[src/rtl/rxs_pkg.sv]
package rxs_pkg;

    localparam int START_W = 4;
    localparam int GATE_W  = 2;
    localparam int SRC_W   = 2;
    localparam int CKO_W   = 2;

    localparam logic [START_W-1:0] ST_FREE    = 4'd0;
    localparam logic [START_W-1:0] ST_TXGO    = 4'd1;
    localparam logic [START_W-1:0] ST_LVL_LO  = 4'd2;
    localparam logic [START_W-1:0] ST_LVL_HI  = 4'd3;
    localparam logic [START_W-1:0] ST_FALL    = 4'd4;
    localparam logic [START_W-1:0] ST_RISE    = 4'd5;
    localparam logic [START_W-1:0] ST_TOGGLE  = 4'd6;
    localparam logic [START_W-1:0] ST_ANYEDGE = 4'd7;
    localparam logic [START_W-1:0] ST_CMP     = 4'd8;

    typedef enum logic [GATE_W-1:0] {
        GT_OPEN    = 2'd0,
        GT_WHEN_LO = 2'd1,
        GT_WHEN_HI = 2'd2,
        GT_RSVD    = 2'd3
    } gate_e;

    typedef enum logic [SRC_W-1:0] {
        SRC_DIV  = 2'd0,
        SRC_TX   = 2'd1,
        SRC_PIN  = 2'd2,
        SRC_RSVD = 2'd3
    } src_e;

    typedef enum logic [CKO_W-1:0] {
        CKO_OFF   = 2'd0,
        CKO_FREE  = 2'd1,
        CKO_BURST = 2'd2,
        CKO_RSVD  = 2'd3
    } cko_e;

    // Sampled serial-side inputs, carried together through the synchroniser
    typedef struct packed {
        logic fs;
        logic pin_clk;
        logic tx_clk;
        logic div_clk;
    } smp_t;

    localparam int SMP_W = $bits(smp_t);

    function automatic logic pick_clk(input logic [SRC_W-1:0] src, input smp_t s);
        logic c;
        case (src_e'(src))
            SRC_DIV: c = s.div_clk;
            SRC_TX:  c = s.tx_clk;
            SRC_PIN: c = s.pin_clk;
            default: c = 1'b0;
        endcase
        return c;
    endfunction

    function automatic logic gate_open(input logic [GATE_W-1:0] g, input logic fs);
        logic o;
        case (gate_e'(g))
            GT_OPEN:    o = 1'b1;
            GT_WHEN_LO: o = ~fs;
            GT_WHEN_HI: o = fs;
            default:    o = 1'b0;
        endcase
        return o;
    endfunction

endpackage

[src/rtl/rxs_sync.sv]
module rxs_sync #(
    parameter int W      = 4,
    parameter int STAGES = 2
) (
    input  logic         clk,
    input  logic         rst,
    input  logic [W-1:0] d,
    output logic [W-1:0] q
);
    logic [W-1:0] pipe [STAGES];

    generate
        for (genvar i = 0; i < STAGES; i++) begin : g_stage
            if (i == 0) begin : g_first
                always_ff @(posedge clk) begin
                    if (rst) pipe[0] <= '0;
                    else     pipe[0] <= d;
                end
            end else begin : g_next
                always_ff @(posedge clk) begin
                    if (rst) pipe[i] <= '0;
                    else     pipe[i] <= pipe[i-1];
                end
            end
        end
    endgenerate

    assign q = pipe[STAGES-1];
endmodule

[src/rtl/rxs_clk_path.sv]
module rxs_clk_path
    import rxs_pkg::*;
(
    input  logic              clk,
    input  logic              rst,
    input  smp_t              cur,
    input  logic [SRC_W-1:0]  src,
    input  logic [GATE_W-1:0] gate,
    input  logic              inv,
    output logic              gclk,
    output logic              sample_stb,
    output logic              shift_stb
);
    logic gclk_q;
    logic rise, fall;

    assign gclk = pick_clk(src, cur) & gate_open(gate, cur.fs);

    always_ff @(posedge clk) begin
        if (rst) gclk_q <= 1'b0;
        else     gclk_q <= gclk;
    end

    assign rise = gclk & ~gclk_q;
    assign fall = ~gclk & gclk_q;

    assign sample_stb = inv ? rise : fall;
    assign shift_stb  = inv ? fall : rise;
endmodule

[src/rtl/rxs_start_ctl.sv]
module rxs_start_ctl
    import rxs_pkg::*;
(
    input  logic               clk,
    input  logic               rst,
    input  logic               enable,
    input  logic [START_W-1:0] sel,
    input  logic               fs_cur,
    input  logic               tx_go,
    input  logic               cmp_hit,
    input  logic               done,
    output logic               start,
    output logic               busy
);
    logic fs_q;
    logic trig;

    always_ff @(posedge clk) begin
        if (rst) fs_q <= 1'b0;
        else     fs_q <= fs_cur;
    end

    always_comb begin
        case (sel)
            ST_FREE:    trig = 1'b1;
            ST_TXGO:    trig = tx_go;
            ST_LVL_LO:  trig = ~fs_cur;
            ST_LVL_HI:  trig = fs_cur;
            ST_FALL:    trig = fs_q & ~fs_cur;
            ST_RISE:    trig = ~fs_q & fs_cur;
            ST_TOGGLE,
            ST_ANYEDGE: trig = fs_q ^ fs_cur;
            ST_CMP:     trig = cmp_hit;
            default:    trig = 1'b0;
        endcase
    end

    assign start = enable & ~busy & trig;

    always_ff @(posedge clk) begin
        if (rst || !enable) busy <= 1'b0;
        else if (start)     busy <= 1'b1;
        else if (done)      busy <= 1'b0;
    end
endmodule

[src/rtl/rx_start_ctrl.sv]
module rx_start_ctrl
    import rxs_pkg::*;
#(
    parameter int SYNC_STAGES = 2
) (
    input  logic         clk,
    input  logic         rst,
    input  logic         rx_enable,
    input  logic [3:0]   cfg_start,
    input  logic [1:0]   cfg_gate,
    input  logic         cfg_inv,
    input  logic [1:0]   cfg_src,
    input  logic [1:0]   cfg_clkout,
    input  logic         div_clk_in,
    input  logic         tx_clk_in,
    input  logic         rx_clk_pin_in,
    input  logic         fsync_in,
    input  logic         tx_start_pulse,
    input  logic         cmp0_pulse,
    input  logic         xfer_done,
    output logic         start_pulse,
    output logic         sample_stb,
    output logic         shift_stb,
    output logic         rx_clk_out,
    output logic         rx_clk_oe
);
    smp_t raw, cur;
    logic gclk;
    logic xfer_busy;

    always_comb begin
        raw.fs      = fsync_in;
        raw.pin_clk = rx_clk_pin_in;
        raw.tx_clk  = tx_clk_in;
        raw.div_clk = div_clk_in;
    end

    rxs_sync #(.W(SMP_W), .STAGES(SYNC_STAGES)) u_sync (
        .clk (clk),
        .rst (rst),
        .d   (raw),
        .q   (cur)
    );

    rxs_clk_path u_clk (
        .clk        (clk),
        .rst        (rst),
        .cur        (cur),
        .src        (cfg_src),
        .gate       (cfg_gate),
        .inv        (cfg_inv),
        .gclk       (gclk),
        .sample_stb (sample_stb),
        .shift_stb  (shift_stb)
    );

    rxs_start_ctl u_start (
        .clk     (clk),
        .rst     (rst),
        .enable  (rx_enable),
        .sel     (cfg_start),
        .fs_cur  (cur.fs),
        .tx_go   (tx_start_pulse),
        .cmp_hit (cmp0_pulse),
        .done    (xfer_done),
        .start   (start_pulse),
        .busy    (xfer_busy)
    );

    // Pin driver: output never inverted, idle level is low
    always_comb begin
        case (cko_e'(cfg_clkout))
            CKO_FREE: begin
                rx_clk_oe  = 1'b1;
                rx_clk_out = gclk;
            end
            CKO_BURST: begin
                rx_clk_oe  = start_pulse | xfer_busy;
                rx_clk_out = rx_clk_oe & gclk;
            end
            default: begin
                rx_clk_oe  = 1'b0;
                rx_clk_out = 1'b0;
            end
        endcase
    end
endmodule

[config.mk]
export PLATFORM = sky130hd
export DESIGN_NAME = rx_start_ctrl
export DESIGN_NICKNAME = d
export VERILOG_FILES = /design/src/rtl/rxs_pkg.sv /design/src/rtl/rxs_sync.sv /design/src/rtl/rxs_clk_path.sv /design/src/rtl/rxs_start_ctl.sv /design/src/rtl/rx_start_ctrl.sv
export SDC_FILE = /design/constraint.sdc
export NUM_CORES = 1
export LEC_CHECK = 0
export BUFFER_PORTS_ARGS = -buffer_cell sky130_fd_sc_hd__buf_2
export CAP_MARGIN = 20
export CORE_MARGIN = 3
export CORE_UTILIZATION = 44
export DETAILED_ROUTE_END_ITERATION = 7
export GPL_TIMING_DRIVEN = 0
export PLACE_DENSITY = 0.75
export SETUP_SLACK_MARGIN = 0.2
export SLEW_MARGIN = 20
export SYNTH_ARGS = -nofsm -noshare
export SYNTH_HDL_FRONTEND = slang
export SYNTH_HIERARCHICAL = 1
export SYNTH_SLANG_ARGS = --single-unit
[constraint.sdc]
create_clock -name clk -period 1.7 [get_ports clk]
set_input_delay 0 -clock clk [delete_from_list [all_inputs] [get_ports clk]]
set_output_delay 0 -clock clk [all_outputs]
set_load 0.01 [all_outputs]
# [After elaboration in Yosys (flattened, before gate mapping)]
# Memory sizes are Yosys's and may differ from the RTL's.
# Index checks and enable logic that the tools add are counted.
[word_totals] regBits=3 latch_bits=0 ramBits=8 romBits=0 out_inout_bits=5 word_cells=56 memories=1
[mem_list] name="u_sync.pipe" words=2 width=4 rd=2 rd_clocked_by_memory_dff=0 write_ports=2 line_no="rxs_sync.sv:10" source="logic [W-1:0] pipe [STAGES];"
[classes] n_addsub=0 n_mul=0 div=0 magnitude_cmp=0 eq_ne=14 n_shift=0 muxes=14 bitwise=17 reduce_logical=7
[ops] operator="equality test 4 x 3 -> 1 bit, second input constant" count=4
[ops] operator="bitwise AND 1 bit" count=8
[ops] operator="equality test 4 x 2 -> 1 bit, second input constant" count=2
[ops] operator="2-to-1 mux 4 bit" count=2
[ops] operator="case mux 1 bit (8 select lines)" count=1
[ops] operator="2-to-1 mux 1 bit" count=7
[ops] operator="equality test 2 x 1 -> 1 bit, second input constant" count=3
[ops] operator="equality test 2 bit, second input constant" count=3
[ops] operator="case mux 1 bit (3 select lines)" count=2
[ops] operator="NOT 1 bit" count=5
[ops] operator="equality test 4 x 1 -> 1 bit, second input constant" count=1
[ops] operator="equality test 4 bit, second input constant" count=1
[ops] operator="zero test 2 bit" count=2
[ops] operator="zero test 4 bit" count=1
[ops] operator="case mux 1 bit (2 select lines)" count=2
[ops] operator="OR 1 bit" count=3
[ops] operator="nonzero test 2 bit" count=1
[ops] operator="OR reduction 2 bit" count=1
[ops] operator="zero test 1 bit" count=1
[ops] operator="logical OR 1 bit" count=1
[ops] operator="XOR 1 bit" count=1

# [Depth between registers and ports, before layout]
# Gate-level depths: netlist (run 1).
[depth] word_depth=7 ltp_mapped=8

# [Cells and area by module]
# The synthesis (run 1) kept the hierarchy.
[modules_own_cells] module="rxs_sync" n_inst=1 cells_per_inst=16 area_each_um2=210.2
[modules_own_cells] module="rxs_start_ctl" n_inst=1 cells_per_inst=24 area_each_um2=190.2
[modules_own_cells] module="rxs_clk_path" n_inst=1 cells_per_inst=13 area_each_um2=128.9
[modules_own_cells] module="rx_start_ctrl" n_inst=1 cells_per_inst=9 area_each_um2=65.1

# [Worst setup path before layout (run 1)]
# OpenSTA, ideal clock, no wires.
[synth_timing] kind="register -> output" startpoint="memory u_sync.pipe[1][3]" endpoint="output port rx_clk_oe" arrival_ns=1.673 slack_ns=0.027 path_stages_with_launch=9 path_buffers=0 path_cell_list="dfxtp_1 > inv_1 > ha_1 > a21o_1 > nand2_1 > nand4b_1 > nor2_1 > o21ai_2 > a21oi_1"
[synth_lines] element="from (decl)" line_no="rxs_sync.sv:10"
[synth_lines] element="to (decl)" line_no="rx_start_ctrl.sv:25" source="output logic rx_clk_oe"

==> impl_summary.log, run 1 <==
INFO  metric cts.sink_count = 11
INFO  metric timing.hold.worst_endpoint = u_start/busy
INFO  metric drv_slew = 0
INFO  metric violations_in_the_final_reports = negative setup slack
INFO  metric synthesis.area = between 500 and 600 sq um
INFO  metric critical-path-slowest-cell = sky130_fd_sc_hd__dfxtp_4
INFO  metric share_clk_of_total_power = 0.304
INFO  metric post_detailed_route_via_to_cell_ratio = 4.703
INFO  metric critical_path_arrival = approximately 1700 ps
INFO  metric critical-path-top-cell-by-count = sky130_fd_sc_hd__nor2_2
INFO  metric worst_slew_pin_slew = roughly 270 ps
INFO  metric setup_viol = 1
INFO  metric netsw = 0.1340 mW
INFO  metric synth_cells = 62
INFO  metric critical-path-top-delay-family = compound AO/OA/AOI/OAI gates
INFO  metric grt_first_pass_wirelength = just over 2 mm
INFO  metric detail-route-antenna-nets = 0
INFO  metric postSynthRegisterBits = 11
INFO  metric cp.buffers_inverters = 2
INFO  metric core-area = between 1000 and 1500 sq um
INFO  metric worstRegToRegCells = 7
INFO  metric drt-pass1-iter-count = 3
INFO  metric clock_tree.root_cell = sky130_fd_sc_hd__clkbuf_4
INFO  metric grt_pass1_vias = just under 500
INFO  metric groute.layer.met1.usage = 0.1637
INFO  metric synth.top_cells.by_area = sky130_fd_sc_hd__dfxtp_1 37%, sky130_fd_sc_hd__nor2b_1 12%, sky130_fd_sc_hd__ha_1 8.4%, sky130_fd_sc_hd__nand2b_1 6.3%, sky130_fd_sc_hd__inv_1 4.4%
INFO  metric worst_ep_required_time = 1700 ps
INFO  metric final.setup_skew = 0.7159 ps
INFO  metric synth_fp_nets = just under 90
INFO  metric layout_cell_share_with_drive_strength_beyond_1 = 0.4639
INFO  metric pre_cts_setup_slack = 144.2 ps
INFO  metric cts_clock_pin_slew_for_the_worst_setup_and_hold_paths = about 60 ps
INFO  metric max_cap_violations = 0
INFO  metric dieWidth = 42.75 um
INFO  metric portion_of_total_power_attributed_to_sequential_cells = 0.491
INFO  metric launching_point_of_the_worst_reg2reg_path = u_sync/pipe[1][3]
INFO  metric yosysTopAreaCellShare = 0.3705
INFO  metric setup.worst_path.end_class = primary output
INFO  metric power.combinational.fraction = 0.205
INFO  metric worst_r2r_dst = u_start/busy
INFO  metric synth_seq_area_share = 0.3705
INFO  metric hold_path.startpoint = xfer_done
INFO  metric portBuffers = 25
INFO  metric dr_total_vias = 522
INFO  metric groute.usage.overall = 0.1493
INFO  metric hold_violations = 0
INFO  metric clk-insertion-delay-late = 260 ps
INFO  metric synthDistinctLibCells = 23
INFO  metric post-route-worst-setup-slack = -15.26 ps
INFO  metric first_iter_violations = 2
INFO  metric grt-ovfl-total = 0
INFO  metric critical-path-max-stage-delay = approximately 360 ps
INFO  metric swShare = 0.2419
INFO  metric antenna_cells = 0
INFO  metric htreeDepth = 1
INFO  metric die_area = about 1800 sq um
INFO  metric vdd_ir_drop_max = 0.4865 mV
INFO  metric post-route-drc-count = 0
INFO  metric min_period = ~1700 ps
INFO  metric relSlewSlack = 0.8169
INFO  metric critical_path_peak_fanout = 4
INFO  metric power.density_cell_area = about 640 nW/um^2
INFO  metric critical_path.cell_chain = buf_6, ha_4, nor2_2, o32a_1, nor2_2, o21ai_2, a21oi_2, buf_2
INFO  metric timing.final.crit_share = 1.009
INFO  metric grt.busiest_layer = met2
INFO  metric rsz_0062_raised_after_global_routing = yes
INFO  metric hold_path.class = primary input to register
INFO  metric syn_to_final_growth = 45.26%
INFO  metric synth_area_leader_cell = sky130_fd_sc_hd__dfxtp_1
INFO  metric ys_warn_count = 6
INFO  metric rows = 12
INFO  metric fmax = around 580 MHz
INFO  metric worstSetupStartpointType = register
INFO  metric worst-r2r-setup-slack = 210 ps
INFO  metric gr-usage-met3 = 0.03814
INFO  metric dp.final_hpwl = 848.5 um
INFO  metric cts_inserted_buffers = 3
INFO  metric floorplan.initialDensity = 0.5011
INFO  metric critPathKind = register to primary output
INFO  metric hold_ws = roughly 24 ps
INFO  metric die_height = about 43 um
INFO  metric run_status = finished, violations left
INFO  metric cell_internal_power = approximately 0.42 mW
INFO  metric routed_wl = roughly 1.2 mm
INFO  metric cts_tree = done
INFO  metric hold-path-cell-count = 3
INFO  metric synth_area_per_cell = between 9 and 10 sq um
INFO  metric final_nets = about 120
INFO  metric p_leak = between 0.3 and 0.4 nW
INFO  metric grt_start_max_net_pins = 13
INFO  metric grt_antenna_before_repair = 0
INFO  metric top_level_ports = 26
INFO  metric wl_per_cell = approximately 11 um
INFO  metric gp_congestion = slightly below 0.7
INFO  metric global_route.usage.met2 = 0.2605
INFO  metric cts_buffer_depth = 2
[area by class of cell]
cell class / instances / area (sq um)
multi-input combinational: 44 / 381.6
clock buffer: 4 / 26.28
fill: 101 / 322.8
inverter: 7 / 28.78
sequential: 11 / 225.2
timing repair buffer: 31 / 183.9
tap: 14 / 17.52
[per-layer routing]
metal  wire length, um  share of wire
met1               487           0.41
met2               639           0.54
met3                64          0.054
met4                 0              0
met5                 0              0
[stage by stage]
stage / cell area, sq um / cells / setup TNS [ps] / util / power, mW
after floorplan: 601.8 / 62 / 0 / - / 0.3314
after global placement: 744.5 / 101 / 0 / 0.6276 / 0.3725
after detailed placement: 744.5 / 101 / 0 / 0.6276 / 0.3753
after CTS: 859.6 / 111 / -2.026 / 0.7247 / 0.5624
after global routing: 863.3 / 111 / -334.2 / 0.7278 / 0.5926
final: 863.3 / 111 / -15.26 / 0.7278 / 0.5541
[synthesized netlist by cell type (all sizes together)]
library cell / number
a211oi: 3
a21o: 1
a21oi: 2
dfxtp: 11
ha: 4
inv: 7
mux2: 1
mux2i: 2
nand2: 3
nand2b: 6
nand4b: 1
nor2: 3
nor2b: 11
o21ai: 2
o22ai: 1
o32a: 1
o41ai: 1
or2: 1
or4bb: 1
[kinds of logic (layout without fill, tap and decap cells)]
kind of cell / Yosys count / in the layout / synth area share
AOI/OAI and AO/OA: 11 / 11 / 0.1811
adders and majority gates: 4 / 4 / 0.08421
buffers and inverters: 7 / 42 / 0.04422
DFF: 11 / 11 / 0.3705
muxes: 3 / 3 / 0.05894
and+or+nand+nor: 26 / 26 / 0.2611
[sequential cells by signal, indices dropped and copies added (netlist names)]
name,flops
u_sync/pipe,8
u_clk/gclk_q,1
u_start/fs_q,1
u_start/busy,1
[tightest hold or removal path: stages]
cell,delay [ps]
sky130_fd_sc_hd__buf_2,70
sky130_fd_sc_hd__or4bb_1,100
sky130_fd_sc_hd__o41ai_2,60
[layout by cell type, fill, tap and decap left out, types with 2 or more instances in the layout]
master,instances
sky130_fd_sc_hd__dlygate4sd3_1,4
sky130_fd_sc_hd__nand2_1,3
sky130_fd_sc_hd__clkbuf_4,3
sky130_fd_sc_hd__mux2i_1,2
sky130_fd_sc_hd__nand2b_1,6
sky130_fd_sc_hd__dfxtp_1,9
sky130_fd_sc_hd__inv_1,6
sky130_fd_sc_hd__buf_2,25
sky130_fd_sc_hd__ha_1,2
sky130_fd_sc_hd__nor2_2,2
sky130_fd_sc_hd__a21oi_2,2
sky130_fd_sc_hd__ha_4,2
sky130_fd_sc_hd__nor2b_1,11
[worst max-delay path by stage]
stage,from,end,slack (ps),cells past startpoint
2_1_floorplan,u_sync/pipe[1][3],rx_clk_oe,200,8
3_3_place_gp,u_sync/pipe[1][3],rx_clk_oe,130,9
3_5_place_dp,u_sync/pipe[1][3],rx_clk_out,140,9
4_1_cts,u_sync/pipe[1][3],rx_clk_out,-2,8
5_1_grt,u_sync/pipe[1][3],rx_clk_oe,-150,8
6_report,u_sync/pipe[1][3],rx_clk_oe,-20,8
[power by group through the flow]
stage	logic [mW]	registers [mW]	clock network [mW]
floorplan	0.0535	0.278	0
global placement	0.0938	0.279	0
detailed placement	0.0961	0.279	0
CTS	0.112	0.272	0.179
global route	0.126	0.273	0.193
finish	0.113	0.272	0.168
[timing repair]
action,4_1_cts,5_1_grt
pin swaps,11,5
resized for setup,7,2
setup buffers,2,0
hold endpoints to repair,4,0
hold buffers,4,0
setup endpoints to repair,6,6
cloned,0,0
(Power assumes the default switching activity.)
==> inputs of run 2 (changes only) <==
==> constraint.sdc (replaced) <==
create_clock -name clk -period 1.7 [get_ports clk]
set_input_delay 0.255 -clock clk [delete_from_list [all_inputs] [get_ports clk]]
set_output_delay 0.255 -clock clk [all_outputs]
set_load 0.01 [all_outputs]
==> impl_summary.log, run 2 (synthesized netlist as in run 1, its figures left out) <==
INFO  metric min_period = between 1500 and 2000 ps
INFO  metric layout_cell_share_with_drive_strength_beyond_1 = 0.4949
INFO  metric vdd_ir_drop_max = between 0.5 and 0.6 mV
INFO  metric grt_first_pass_wirelength = approximately 2.2 mm
INFO  metric power.density_cell_area = ~650 nW/um^2
INFO  metric setup.worst_path.end_class = primary output
INFO  metric hold_path.class = primary input to register
INFO  metric dieWidth = about 43 um
INFO  metric fmax = approximately 510 MHz
INFO  metric rows = 12
INFO  metric worstSetupStartpointType = register
INFO  metric mostFrequentLayoutCell = sky130_fd_sc_hd__buf_2
INFO  metric cts_buffer_depth = 2
INFO  metric critical_path.cell_chain = inv_4, ha_4, a21o_1, nand2_1, nand4b_1, nor2_2, o21ai_2, a21oi_2, buf_2
INFO  metric top_level_ports = 26
INFO  metric first_iter_violations = 5
INFO  metric clk-insertion-delay-late = ~260 ps
INFO  metric grt_antenna_before_repair = 0
INFO  metric total_power = roughly 0.57 mW
INFO  metric cts.sink_count = 11
INFO  metric groute.usage.overall = 0.1593
INFO  metric dr_total_vias = between 500 and 600
INFO  metric cts_clock_pin_slew_for_the_worst_setup_and_hold_paths = 70 ps
INFO  metric critical-path-max-stage-delay = approximately 380 ps
INFO  metric grt_pass1_vias = ~550
INFO  metric drv_slew = 0
INFO  metric post-route-drc-count = 0
INFO  metric htreeDepth = 1
INFO  metric gp_congestion = ~0.74
INFO  metric drt-pass1-iter-count = 3
INFO  metric critical-path-slowest-cell = sky130_fd_sc_hd__dfxtp_4
INFO  metric p_leak = roughly 0.41 nW
INFO  metric worst_slew_pin_slew = about 300 ps
INFO  metric cts_inserted_buffers = 3
INFO  metric relSlewSlack = 0.7994
INFO  metric detail-route-antenna-nets = 0
INFO  metric die_area = approximately 1800 sq um
INFO  metric routed_wl = between 1 and 1.5 mm
INFO  metric setup_viol = 6
INFO  metric timing.final.crit_share = 1.161
INFO  metric final_nets = approximately 130
INFO  metric finish.utilization = 0.7363
INFO  metric grt-ovfl-total = 0
INFO  metric post_detailed_route_via_to_cell_ratio = about 4.8
INFO  metric rsz_0062_raised_after_global_routing = yes
INFO  metric wl_per_cell = roughly 12 um
INFO  metric core-area = about 1200 sq um
INFO  metric critical_path_peak_fanout = 4
INFO  metric pre_cts_setup_slack = -39.12 ps
INFO  metric post-route-worst-setup-slack = -273.3 ps
INFO  metric layout_common_cells = 24 x sky130_fd_sc_hd__buf_2, 11 x sky130_fd_sc_hd__nor2b_1, 10 x sky130_fd_sc_hd__dfxtp_1
INFO  metric cts_tree = done
INFO  metric run_status = finished, violations left
INFO  metric antenna_cells = 0
INFO  metric critical_path_arrival = ~1700 ps
INFO  metric grt_start_max_net_pins = 13
INFO  metric die_height = around 43 um
INFO  metric syn_to_final_growth = 46.95%
INFO  metric dp.final_hpwl = 940.9 um
INFO  metric critPathKind = register to primary output
INFO  metric hold_violations = 0
INFO  metric worst_ep_required_time = 1440 ps
INFO  metric max_cap_violations = 0
INFO  metric largest_register_ff_count = 8
INFO  metric clock_tree.root_cell = sky130_fd_sc_hd__clkbuf_4
INFO  metric portBuffers = 25
INFO  metric floorplan.initialDensity = 0.5011
INFO  metric max_flop_register = u_sync/pipe
INFO  metric violations_in_the_final_reports = negative setup slack
INFO  metric final.setup_skew = approximately 2.5 ps
==> run 2: worst paths after layout <==
check	from	endpoint	slack, ps	cells past startpoint
min	tx_clk_in	u_sync/pipe[0][1]	200	2
max	u_sync/pipe[1][3]	rx_clk_out	-270	9
max reg2reg	u_sync/pipe[1][3]	u_start/busy	-220	11
min reg2reg	u_sync/pipe[0][2]	u_sync/pipe[1][2]	440	1
==> run 2: what timing repair did <==
item / CTS / global route
gates resized for setup: 3 / 4
buffers inserted: 7 / 1
setup endpoints to repair: 5 / 6
pin swaps: 3 / 3
hold buffers: 0 / 0
==> run 2: report_power, final <==
group	total, mW	internal, mW	switching [mW]
clock	0.172	0.0906	0.0814
combinational	0.124	0.0706	0.0537
sequential	0.274	0.268	0.00597
total	0.570	0.429	0.141
==> run 2: layout make-up <==
type / count / area [sq um]
flip-flops and latches: 11 / 224.0
repair buffers: 33 / 206.4
clock buffers: 4 / 26.28
inverters: 7 / 28.78
multi-input cells: 44 / 370.4
well taps: 14 / 17.52
fillers: 96 / 312.8
==> run 2: stage by stage <==
step	TNS [ps]	area, sq um	std cells	hold slack (ps)
floorplan	0	618.1	62	319.2
global placement	-6.503	760.7	101	418.1
detailed placement	-66.52	760.7	101	427.3
CTS	-1341	850.8	112	195.6
global route	-1753	873.3	113	220.3
finish	-1200	873.3	113	200.1
==> run 2: worst max-delay path: cells and delay by family, from the launching register on <==
family,cells,cell delay [ps]
fa+ha+maj,1,200
flops,1,380
buf+inv,2,180
compound gates,3,350
simple gates,3,340
==> run 2: metal layers <==
metal,up-vias,wire length (um),global-route usage
met3,4,53,0.04661
met4,0,29,0.08696
met5,-,0,0
met2,15,752,0.2814
met1,246,499,0.1649
li1,281,-,-
